File: config.mk
export PLATFORM = sky130hd
export DESIGN_NAME = msi_line_ctrl
export DESIGN_NICKNAME = d
export VERILOG_FILES = /design/src/rtl/msi_pkg.sv /design/src/rtl/msi_ctrl.sv /design/src/rtl/msi_data.sv /design/src/rtl/msi_line_ctrl.sv
export SDC_FILE = /design/constraint.sdc
export NUM_CORES = 1
export LEC_CHECK = 0
export ABC_AREA = 1
export BUFFER_PORTS_ARGS = -buffer_cell sky130_fd_sc_hd__buf_2
export CAP_MARGIN = 20
export CORE_MARGIN = 3
export CORE_UTILIZATION = 30
export CTS_BUF_LIST = sky130_fd_sc_hd__clkbuf_8
export DETAILED_ROUTE_END_ITERATION = 12
export GPL_TIMING_DRIVEN = 1
export PLACE_DENSITY_LB_ADDON = 0.08
export SETUP_SLACK_MARGIN = 0.02
export SYNTH_ARGS = -nofsm -noshare
export SYNTH_HDL_FRONTEND = slang
export SYNTH_SLANG_ARGS = --single-unit
export TNS_END_PERCENT = 10
File: constraint.sdc
create_clock -name clk -period 2.11 [get_ports clk]
set_input_delay 0.3165 -clock clk [delete_from_list [all_inputs] [get_ports clk]]
set_output_delay 0.3165 -clock clk [all_outputs]
set_load 0.01 [all_outputs]
File: src/rtl/msi_pkg.sv
package msi_pkg;

  typedef enum logic [1:0] {
    LN_INV = 2'd0,
    LN_SHR = 2'd1,
    LN_MOD = 2'd2
  } lineSt_t;

  typedef enum logic [1:0] {
    CMD_IDLE = 2'd0,
    CMD_RD   = 2'd1,
    CMD_RDX  = 2'd2,
    CMD_UPGR = 2'd3
  } busCmd_t;

  // strobes from control to datapath; all writes land at the request index
  typedef struct packed {
    logic wrEn;      // update the addressed word this cycle
    logic fromCpu;   // 1: take cpuWdata, 0: take memData
    logic bypass;    // read data comes from the fill, not the array
  } dpStrobe_t;

  function automatic lineSt_t snoopNext(lineSt_t cur, logic [1:0] cmd);
    lineSt_t res;
    res = cur;
    case (cmd)
      CMD_RD:            if (cur == LN_MOD) res = LN_SHR;
      CMD_RDX, CMD_UPGR: res = LN_INV;
      default:           res = cur;
    endcase
    return res;
  endfunction

endpackage

File: src/rtl/msi_ctrl.sv
module msi_ctrl
  import msi_pkg::*;
#(
  parameter int NUM_LINES = 4,
  parameter int IDX_W     = $clog2(NUM_LINES)
) (
  input  logic             clk,
  input  logic             rstN,
  input  logic             cpuValid,
  input  logic             cpuWrite,
  input  logic [IDX_W-1:0] cpuIdx,
  input  logic             busGrant,
  input  logic             snpValid,
  input  logic [1:0]       snpCmd,
  input  logic [IDX_W-1:0] snpIdx,
  output logic             cpuDone,
  output logic             cpuBusy,
  output logic             busReq,
  output logic [1:0]       busCmd,
  output logic [IDX_W-1:0] busIdx,
  output logic             flushValid,
  output logic [IDX_W-1:0] flushIdx,
  output dpStrobe_t        strb
);

  lineSt_t curSt  [NUM_LINES];
  lineSt_t postSt [NUM_LINES];
  lineSt_t cpuSt;
  busCmd_t needCmd;
  logic    snpActive;

  assign snpActive = snpValid && (snpCmd != CMD_IDLE);

  // per-line state register and its snoop-then-processor update
  for (genvar i = 0; i < NUM_LINES; i++) begin : g_line
    lineSt_t stQ;
    lineSt_t stNxt;
    logic    snpHere;
    logic    cpuHere;

    assign snpHere   = snpActive && (snpIdx == IDX_W'(i));
    assign cpuHere   = cpuDone && (cpuIdx == IDX_W'(i));
    assign curSt[i]  = stQ;
    assign postSt[i] = snpHere ? snoopNext(stQ, snpCmd) : stQ;

    always_comb begin
      stNxt = postSt[i];
      if (cpuHere) begin
        if (cpuWrite)                stNxt = LN_MOD;
        else if (stNxt == LN_INV)    stNxt = LN_SHR;
      end
    end

    always_ff @(posedge clk) begin
      if (!rstN) stQ <= LN_INV;
      else       stQ <= stNxt;
    end
  end

  // a snoop on the requested line is resolved before the request is judged
  assign cpuSt = postSt[cpuIdx];

  always_comb begin
    needCmd = CMD_IDLE;
    if (cpuValid) begin
      if (cpuWrite) begin
        case (cpuSt)
          LN_INV:  needCmd = CMD_RDX;
          LN_SHR:  needCmd = CMD_UPGR;
          default: needCmd = CMD_IDLE;
        endcase
      end else if (cpuSt == LN_INV) begin
        needCmd = CMD_RD;
      end
    end
  end

  assign busReq  = (needCmd != CMD_IDLE);
  assign busCmd  = needCmd;
  assign busIdx  = cpuIdx;
  assign cpuDone = cpuValid && (!busReq || busGrant);
  assign cpuBusy = cpuValid && !cpuDone;

  assign flushValid = snpActive && (curSt[snpIdx] == LN_MOD);
  assign flushIdx   = snpIdx;

  always_comb begin
    strb.bypass  = (cpuSt == LN_INV);
    strb.fromCpu = cpuWrite;
    strb.wrEn    = cpuDone && (cpuWrite || cpuSt == LN_INV);
  end

endmodule

File: src/rtl/msi_data.sv
module msi_data
  import msi_pkg::*;
#(
  parameter int NUM_LINES = 4,
  parameter int DATA_W    = 32,
  parameter int IDX_W     = $clog2(NUM_LINES)
) (
  input  logic              clk,
  input  logic              rstN,
  input  dpStrobe_t         strb,
  input  logic [IDX_W-1:0]  cpuIdx,
  input  logic [IDX_W-1:0]  snpIdx,
  input  logic [DATA_W-1:0] cpuWdata,
  input  logic [DATA_W-1:0] memData,
  output logic [DATA_W-1:0] cpuRdata,
  output logic [DATA_W-1:0] flushData
);

  logic [DATA_W-1:0] word [NUM_LINES];
  logic [DATA_W-1:0] wrVal;

  assign wrVal = strb.fromCpu ? cpuWdata : memData;

  for (genvar i = 0; i < NUM_LINES; i++) begin : g_word
    logic [DATA_W-1:0] wordQ;
    assign word[i] = wordQ;
    always_ff @(posedge clk) begin
      if (!rstN)                                  wordQ <= '0;
      else if (strb.wrEn && cpuIdx == IDX_W'(i))  wordQ <= wrVal;
    end
  end

  assign cpuRdata  = strb.bypass ? memData : word[cpuIdx];
  assign flushData = word[snpIdx];

endmodule

File: src/rtl/msi_line_ctrl.sv
module msi_line_ctrl
  import msi_pkg::*;
#(
  parameter  int NUM_LINES = 4,
  parameter  int DATA_W    = 32,
  localparam int IDX_W     = $clog2(NUM_LINES)
) (
  input  logic              clk,
  input  logic              rstN,
  input  logic              cpuValid,
  input  logic              cpuWrite,
  input  logic [IDX_W-1:0]  cpuIdx,
  input  logic [DATA_W-1:0] cpuWdata,
  output logic              cpuDone,
  output logic              cpuBusy,
  output logic [DATA_W-1:0] cpuRdata,
  output logic              busReq,
  output logic [1:0]        busCmd,
  output logic [IDX_W-1:0]  busIdx,
  input  logic              busGrant,
  input  logic [DATA_W-1:0] memData,
  input  logic              snpValid,
  input  logic [1:0]        snpCmd,
  input  logic [IDX_W-1:0]  snpIdx,
  output logic              flushValid,
  output logic [IDX_W-1:0]  flushIdx,
  output logic [DATA_W-1:0] flushData
);

  dpStrobe_t strb;

  msi_ctrl #(.NUM_LINES(NUM_LINES), .IDX_W(IDX_W)) u_ctrl (
    .clk(clk), .rstN(rstN),
    .cpuValid(cpuValid), .cpuWrite(cpuWrite), .cpuIdx(cpuIdx),
    .busGrant(busGrant),
    .snpValid(snpValid), .snpCmd(snpCmd), .snpIdx(snpIdx),
    .cpuDone(cpuDone), .cpuBusy(cpuBusy),
    .busReq(busReq), .busCmd(busCmd), .busIdx(busIdx),
    .flushValid(flushValid), .flushIdx(flushIdx),
    .strb(strb)
  );

  msi_data #(.NUM_LINES(NUM_LINES), .DATA_W(DATA_W), .IDX_W(IDX_W)) u_data (
    .clk(clk), .rstN(rstN), .strb(strb),
    .cpuIdx(cpuIdx), .snpIdx(snpIdx),
    .cpuWdata(cpuWdata), .memData(memData),
    .cpuRdata(cpuRdata), .flushData(flushData)
  );

endmodule

Yosys cells after proc, flatten, opt, wreduce, memory -nomap -nowiden
Cells that the tools add are included.
{ "word_totals": {"reg_bits": 136, "inputBits": 76, "output_inout_bits": 74} }
{ "op_classes": {"n_lt_le_gt_ge": 2, "n_eq_ne": 15, "muxes": 42, "bitwise_logic": 2, "reduce_logical": 31} }
{ "op_table": {"columns": ["cell", "count"], "rows": [
  ["2-to-1 mux 32 bit", 6],
  ["binary-select mux 32 bit (select 2 bit)", 2],
  ["2-to-1 mux 2 bit", 26],
  ["== test 2 bit, second input constant", 11],
  ["one-hot mux 2 bit (2 select lines)", 5],
  ["logical AND 1 bit", 17],
  ["logical NOT 2 bit", 7],
  ["binary-select mux 2 bit (select 2 bit)", 2],
  ["== test 2 x 1 -> 1 bit, second input constant", 4],
  ["greater-or-equal comparator 3 bit, second input constant", 2],
  ["inverter 2 -> 3 bit", 2],
  ["nonzero test 2 bit", 2],
  ["logical NOT 1 bit", 2],
  ["logical OR 1 bit", 2],
  ["OR reduction 2 bit", 1],
  ["2-to-1 mux 1 bit", 1]
]} }

Logic depth before layout (Yosys ltp)
{ "logic_depth": {"word_depth": 17, "depth_mapped": 16, "depth_no_buf": 14} }

By module
Synthesis repeated with hierarchy kept, for this count alone.
{ "unflattened": {"cells_unflattened": 1452, "area_unflattened_um2": 8255.4} }
{ "modules_own_cells": {"columns": ["module", "n_inst", "cells_each", "area_per_inst_um2"], "rows": [
  ["msi_data", 1, 1310, 7444.6],
  ["msi_ctrl", 1, 142, 810.8]
]} }

Least setup slack after synthesis
Ideal clock, no wire load.
{ "synth_timing": {"path_type": "input -> output", "startpoint": "input snpIdx[1]", "endpoint": "output busCmd[0]", "arrival_time_ns": 1.937, "setup_slack_ns": -0.144, "stages": 12, "cell_sequence": "buf_2 > nor2_4 > nand2_1 > nand4_1 > nand2_1 > nor2_2 > nand2_1 > nand2_2 > buf_4 > buf_2 > nand2_1 > a21oi_1"} }
{ "synth_between": {"elab_chain_len": 10, "elab_cells_between_ends": 21, "cone_classes": "4 x eq/ne; 11 x mux; 6 x reduce/logical"} }
{ "synth_rtl": {"columns": ["element", "line", "source"], "rows": [
  ["start, declared", "msi_line_ctrl.sv:24", "input logic [IDX_W-1:0] snpIdx,"],
  ["== test 2 bit, or another cell as far along", "msi_ctrl.sv:41", "assign snpHere = snpActive && (snpIdx == IDX_W'(i));"],
  ["logical AND 1 bit", "msi_ctrl.sv:41", null],
  ["2-to-1 mux 2 bit", "msi_ctrl.sv:44", "assign postSt[i] = snpHere ? snoopNext(stQ, snpCmd) : stQ;"],
  ["binary-select mux 2 bit (select 2 bit) (*)", "msi_ctrl.sv:61", "assign cpuSt = postSt[cpuIdx];"],
  ["2-to-1 mux 2 bit (not written as such) (*) (2 in a row)", "msi_ctrl.sv:61", null],
  ["== test 2 x 1 -> 1 bit / logical NOT 2 bit (equally long branches)", "msi_ctrl.sv:67, msi_ctrl.sv:72", null],
  ["one-hot mux 2 bit (2 select lines) / 2-to-1 mux 1 bit (equally long branches)", "msi_ctrl.sv:67, msi_ctrl.sv:72", null],
  ["2-to-1 mux 2 bit (*)", "msi_ctrl.sv:66", "if (cpuWrite) begin"],
  ["2-to-1 mux 2 bit (*)", "msi_ctrl.sv:65", "if (cpuValid) begin"],
  ["end, declared", "msi_line_ctrl.sv:18", "output logic [1:0] busCmd,"]
]} }
Mark *: on every way between the ends. The rest lies on a longest branch, timed or not. The select of a mux whose other input is x is not followed.

Final worst setup path
{ "layout_timing": {"startpoint": "register u_ctrl.g_line[2].stQ[0]", "endpoint": "output cpuRdata[20]"} }
{ "layout_between": {"elab_chain_len": 9} }
{ "layout_rtl": {"columns": ["element", "line", "source"], "rows": [
  ["start, declared", "msi_ctrl.sv:36", "lineSt_t stQ;"],
  ["start signal, assigned", "msi_ctrl.sv:56", "else stQ <= stNxt;"],
  ["== test 2 bit", "msi_pkg.sv:27", "CMD_RD: if (cur == LN_MOD) res = LN_SHR;"],
  ["2-to-1 mux 2 bit", "msi_pkg.sv:27", null],
  ["one-hot mux 2 bit (2 select lines)", "msi_pkg.sv:26", "case (cmd)"],
  ["2-to-1 mux 2 bit (*)", "msi_ctrl.sv:44", null],
  ["binary-select mux 2 bit (select 2 bit) (*)", "msi_ctrl.sv:61", null],
  ["2-to-1 mux 2 bit (not written as such) (*) (2 in a row)", "msi_ctrl.sv:61", null],
  ["logical NOT 2 bit (*)", "msi_ctrl.sv:88", "strb.bypass = (cpuSt == LN_INV);"],
  ["2-to-1 mux 32 bit (*)", "msi_data.sv:33", "assign cpuRdata = strb.bypass ? memData : word[cpuIdx];"],
  ["end, declared", "msi_line_ctrl.sv:16", "output logic [DATA_W-1:0] cpuRdata,"]
]} }
Marks and branches as above.

==> impl_results.md <==
* Status: complete, but fails checks
* Failing checks: negative setup slack
* Slew Limit Fails at 0
* Yosys reg bits at 136
* Final number of hold-violating endpoints at 0
* CP Data Arrival Time at 2.08 ns
* Total core area at 28200 sq um
* Worst R2R End: u_data.g_word[0].wordQ[9]$_SDFFE_PN0P_
* Synth-to-layout area growth at 27.8%
* Wirelength per Cell at 17.4 microns
* GRT Util Overall at 0.210
* Total Routed Length at 33100 microns
* Htree depth at 4
* Syn nets at 1433
* Final worst-path cycle share at 1.14
* # fillers at 2986
* Maximum vdd drop at 0.425 mV
* Dpl hpwl at 20700 microns
* Vias in the first global route at 8719
* Die height at 176 microns
* Ratio of cells with drive above 1 in the final layout at 0.225
* CP startpoint: u_ctrl.g_line[2].stQ[0]$_SDFF_PN0_
* Fin Clk Skew at 0.0129 ns
* Mapped cell area at 8670 sq um
* WS Path Type: reg -> out
* Crit path launch type: flip-flop
* LEAKAGE at 5.38 nW
* CTS root buffer: clkbuf_8
* FF-to-FF Start: u_ctrl.g_line[3].stQ[1]$_SDFF_PN0_
* Fin crit period at 2.40 ns
* Sequential-to-total area share from yosys stat at 0.314
* DIE AREA at 31000 sq um
* Site Rows at 61
* Maximum clock insertion buffer count at 2
* Yosys warns at 0
* Drt initial violations at 636
* Reg-to-reg slack, setup at 0.01 ns
* Avg Cell Area, Syn at 6.39 sq um
* # DRC at 0
* Nets at 1586
* Slew margin rel. at 0.597
* Clock Sinks at 136
* Unrepaired setup endpoints after global routing: true
* FF-to-FF path depth at 14
* ANT nets after route at 0
* Worst Setup End Kind: output port
* GP Congestion at 0.761
* Cell variety after synth at 28
* Global-route wire length before repair at 50900 microns
* Worst Max-Slew Pin Slew at 0.588 ns
* GR Overflow Total at 0
* Crit path max fanout at 16
* Inst Count DP at 1861
* N_diodes at 0
* Largest net degree at the start of global routing at 54
* Worst Slack Setup Final at -0.289 ns
* Fmax at 0.417 GHz
* IO Pins at 150
* Port Buffer Count at 149
* Num CTS Buffers at 17
* CTS tree: yes
* Antenna violations before repair at 0
* CTS clk-pin slew, worst paths at 0.08 ns
* Max Cap Viol at 0
* Power Dens Cells at 639 nW/um^2
* Vias/cell at 4.92
* Min-Delay Path Class: in -> reg
* Vias at 9345
* Total power at 0.00707 W
* DRT Pass-1 Iters at 5
* Final non-filler cell total at 1900
* CP endpoint: cpuRdata[20]
* WP data required at 1.79 ns
* Die width at 176 microns
* Cells after Synth at 1357
* Worst-Skew Late Latency at 0.46 ns
* Initial Util at 0.308
* Final Setup Violations at 36
## cell usage in the layout, fill, tap and decap left out, types with 2 or more instances in the layout
cell type,n
o21ai_2,9
a221oi_1,33
clkbuf_8,18
nand2_2,19
a22oi_1,32
dfxtp_2,6
o21ai_0,3
o21ai_1,23
nand4_2,4
o211ai_1,3
buf_2,147
nor2_4,8
o22ai_1,32
nand3_2,4
a21oi_1,4
buf_4,64
nand3_1,18
dfxtp_1,130
buf_6,7
nand2_1,303
clkinv_4,2
nand2_4,2
bufinv_16,5
clkinv_2,2
inv_1,270
mux2i_1,32
nand4_1,130
o221ai_1,32
buf_12,24
inv_2,11
nor2_1,133
clkinvlp_4,3
## worst max-delay path: stages, from the launching register on
cell	delay, ns
dfxtp_1	0.32
inv_1	0.07
o211ai_1	0.24
nand3_1	0.16
nand2_2	0.14
nor2_4	0.05
nand2_4	0.09
clkinv_8	0.10
buf_12	0.16
o21ai_0	0.14
buf_2	0.15
## sequential cells by signal, indices dropped and copies added (netlist names)
name / count
u_data.g_word.wordQ: 128
u_ctrl.g_line.stQ: 8
## Yosys cell counts, drive strengths merged
cell type / n / area [sq um]
a2111oi: 1 / 8.76
o21ai: 35 / 175
a21oi: 5 / 25.0
a22oi: 32 / 240
nand2: 325 / 1220
nor2: 142 / 558
o211ai: 4 / 35.0
mux2i: 32 / 320
dfxtp: 136 / 2720
clkbuf: 39 / 146
inv: 281 / 1050
a221oi: 33 / 289
nor4: 1 / 6.26
o221ai: 32 / 280
nand4: 134 / 863
o22ai: 32 / 200
nand3: 22 / 110
buf: 71 / 408
## cell type report
type	count	area (sq um)	area share
clock buffers	18	248	0.0224
flip-flops and latches	136	2730	0.247
multi-input cells	830	4510	0.408
inverters	281	1070	0.0964
clock inverters	13	204	0.0184
well taps	378	473	0.0427
repair buffers	244	1840	0.166
## repair_timing
action / in CTS / in global routing
endpoints found under the setup margin: 42 / 174
setup buffers: 4 / 3
hold buffers: 0 / 0
resized for setup: 33 / 74
pin swaps: 5 / 11
gates cloned: 1 / 0
## cell families (layout without fill, tap and decap cells)
group                  count (synthesis)  count (layout)  share of synthesized area
AOI/OAI and AO/OA                    174             174                      0.145
buffers and inverters                391             556                      0.186
muxes                                 32              32                     0.0370
DFF                                  136             136                      0.314
and+or+nand+nor                      624             624                      0.319
## worst min path at each step
stage | startpoint | endpoint | slack (ns) | cells past startpoint
after floorplan | u_ctrl.g_line[3].stQ[1]$_SDFF_PN0_ | u_ctrl.g_line[3].stQ[1]$_SDFF_PN0_ | 0.48 | 2
after detailed placement | u_data.g_word[0].wordQ[28]$_SDFFE_PN0P_ | u_data.g_word[0].wordQ[28]$_SDFFE_PN0P_ | 0.52 | 4
after CTS | rstN | u_data.g_word[1].wordQ[30]$_SDFFE_PN0P_ | 0.25 | 3
after global routing | rstN | u_data.g_word[1].wordQ[30]$_SDFFE_PN0P_ | 0.24 | 3
final | rstN | u_data.g_word[3].wordQ[26]$_SDFFE_PN0P_ | 0.27 | 3
after global placement | u_data.g_word[0].wordQ[14]$_SDFFE_PN0P_ | u_data.g_word[0].wordQ[14]$_SDFFE_PN0P_ | 0.52 | 4
## power by group
part	switching [W]	leakage (nW)	internal, W
Combinational	0.00108	4.04	0.000671
Clock	0.00112	0.222	0.00143
Sequential	0.0000710	1.11	0.00270
Total	0.00227	5.38	0.00480
## per-layer routing
metal	wire, microns	GRT usage
met1	16200	0.304
met2	15000	0.332
met3	1700	0.0338
met4	266	0.0426
met5	0	0
## through the flow
| step | util | hold WS [ns] | TNS, ns | area, sq um | setup WS, ns |
|---|---|---|---|---|---|
| global placement | 0.365 | 0.520 | -16.11 | 10300 | -0.154 |
| floorplan | - | 0.480 | 0 | 8690 | 0.0337 |
| detailed placement | 0.365 | 0.520 | -18.94 | 10300 | -0.178 |
| CTS | 0.386 | 0.247 | -7.78 | 10900 | -0.242 |
| global route | 0.393 | 0.243 | -17.61 | 11100 | -0.381 |
| finish | 0.393 | 0.271 | -8.34 | 11100 | -0.289 |
(Power assumes the default switching activity.)
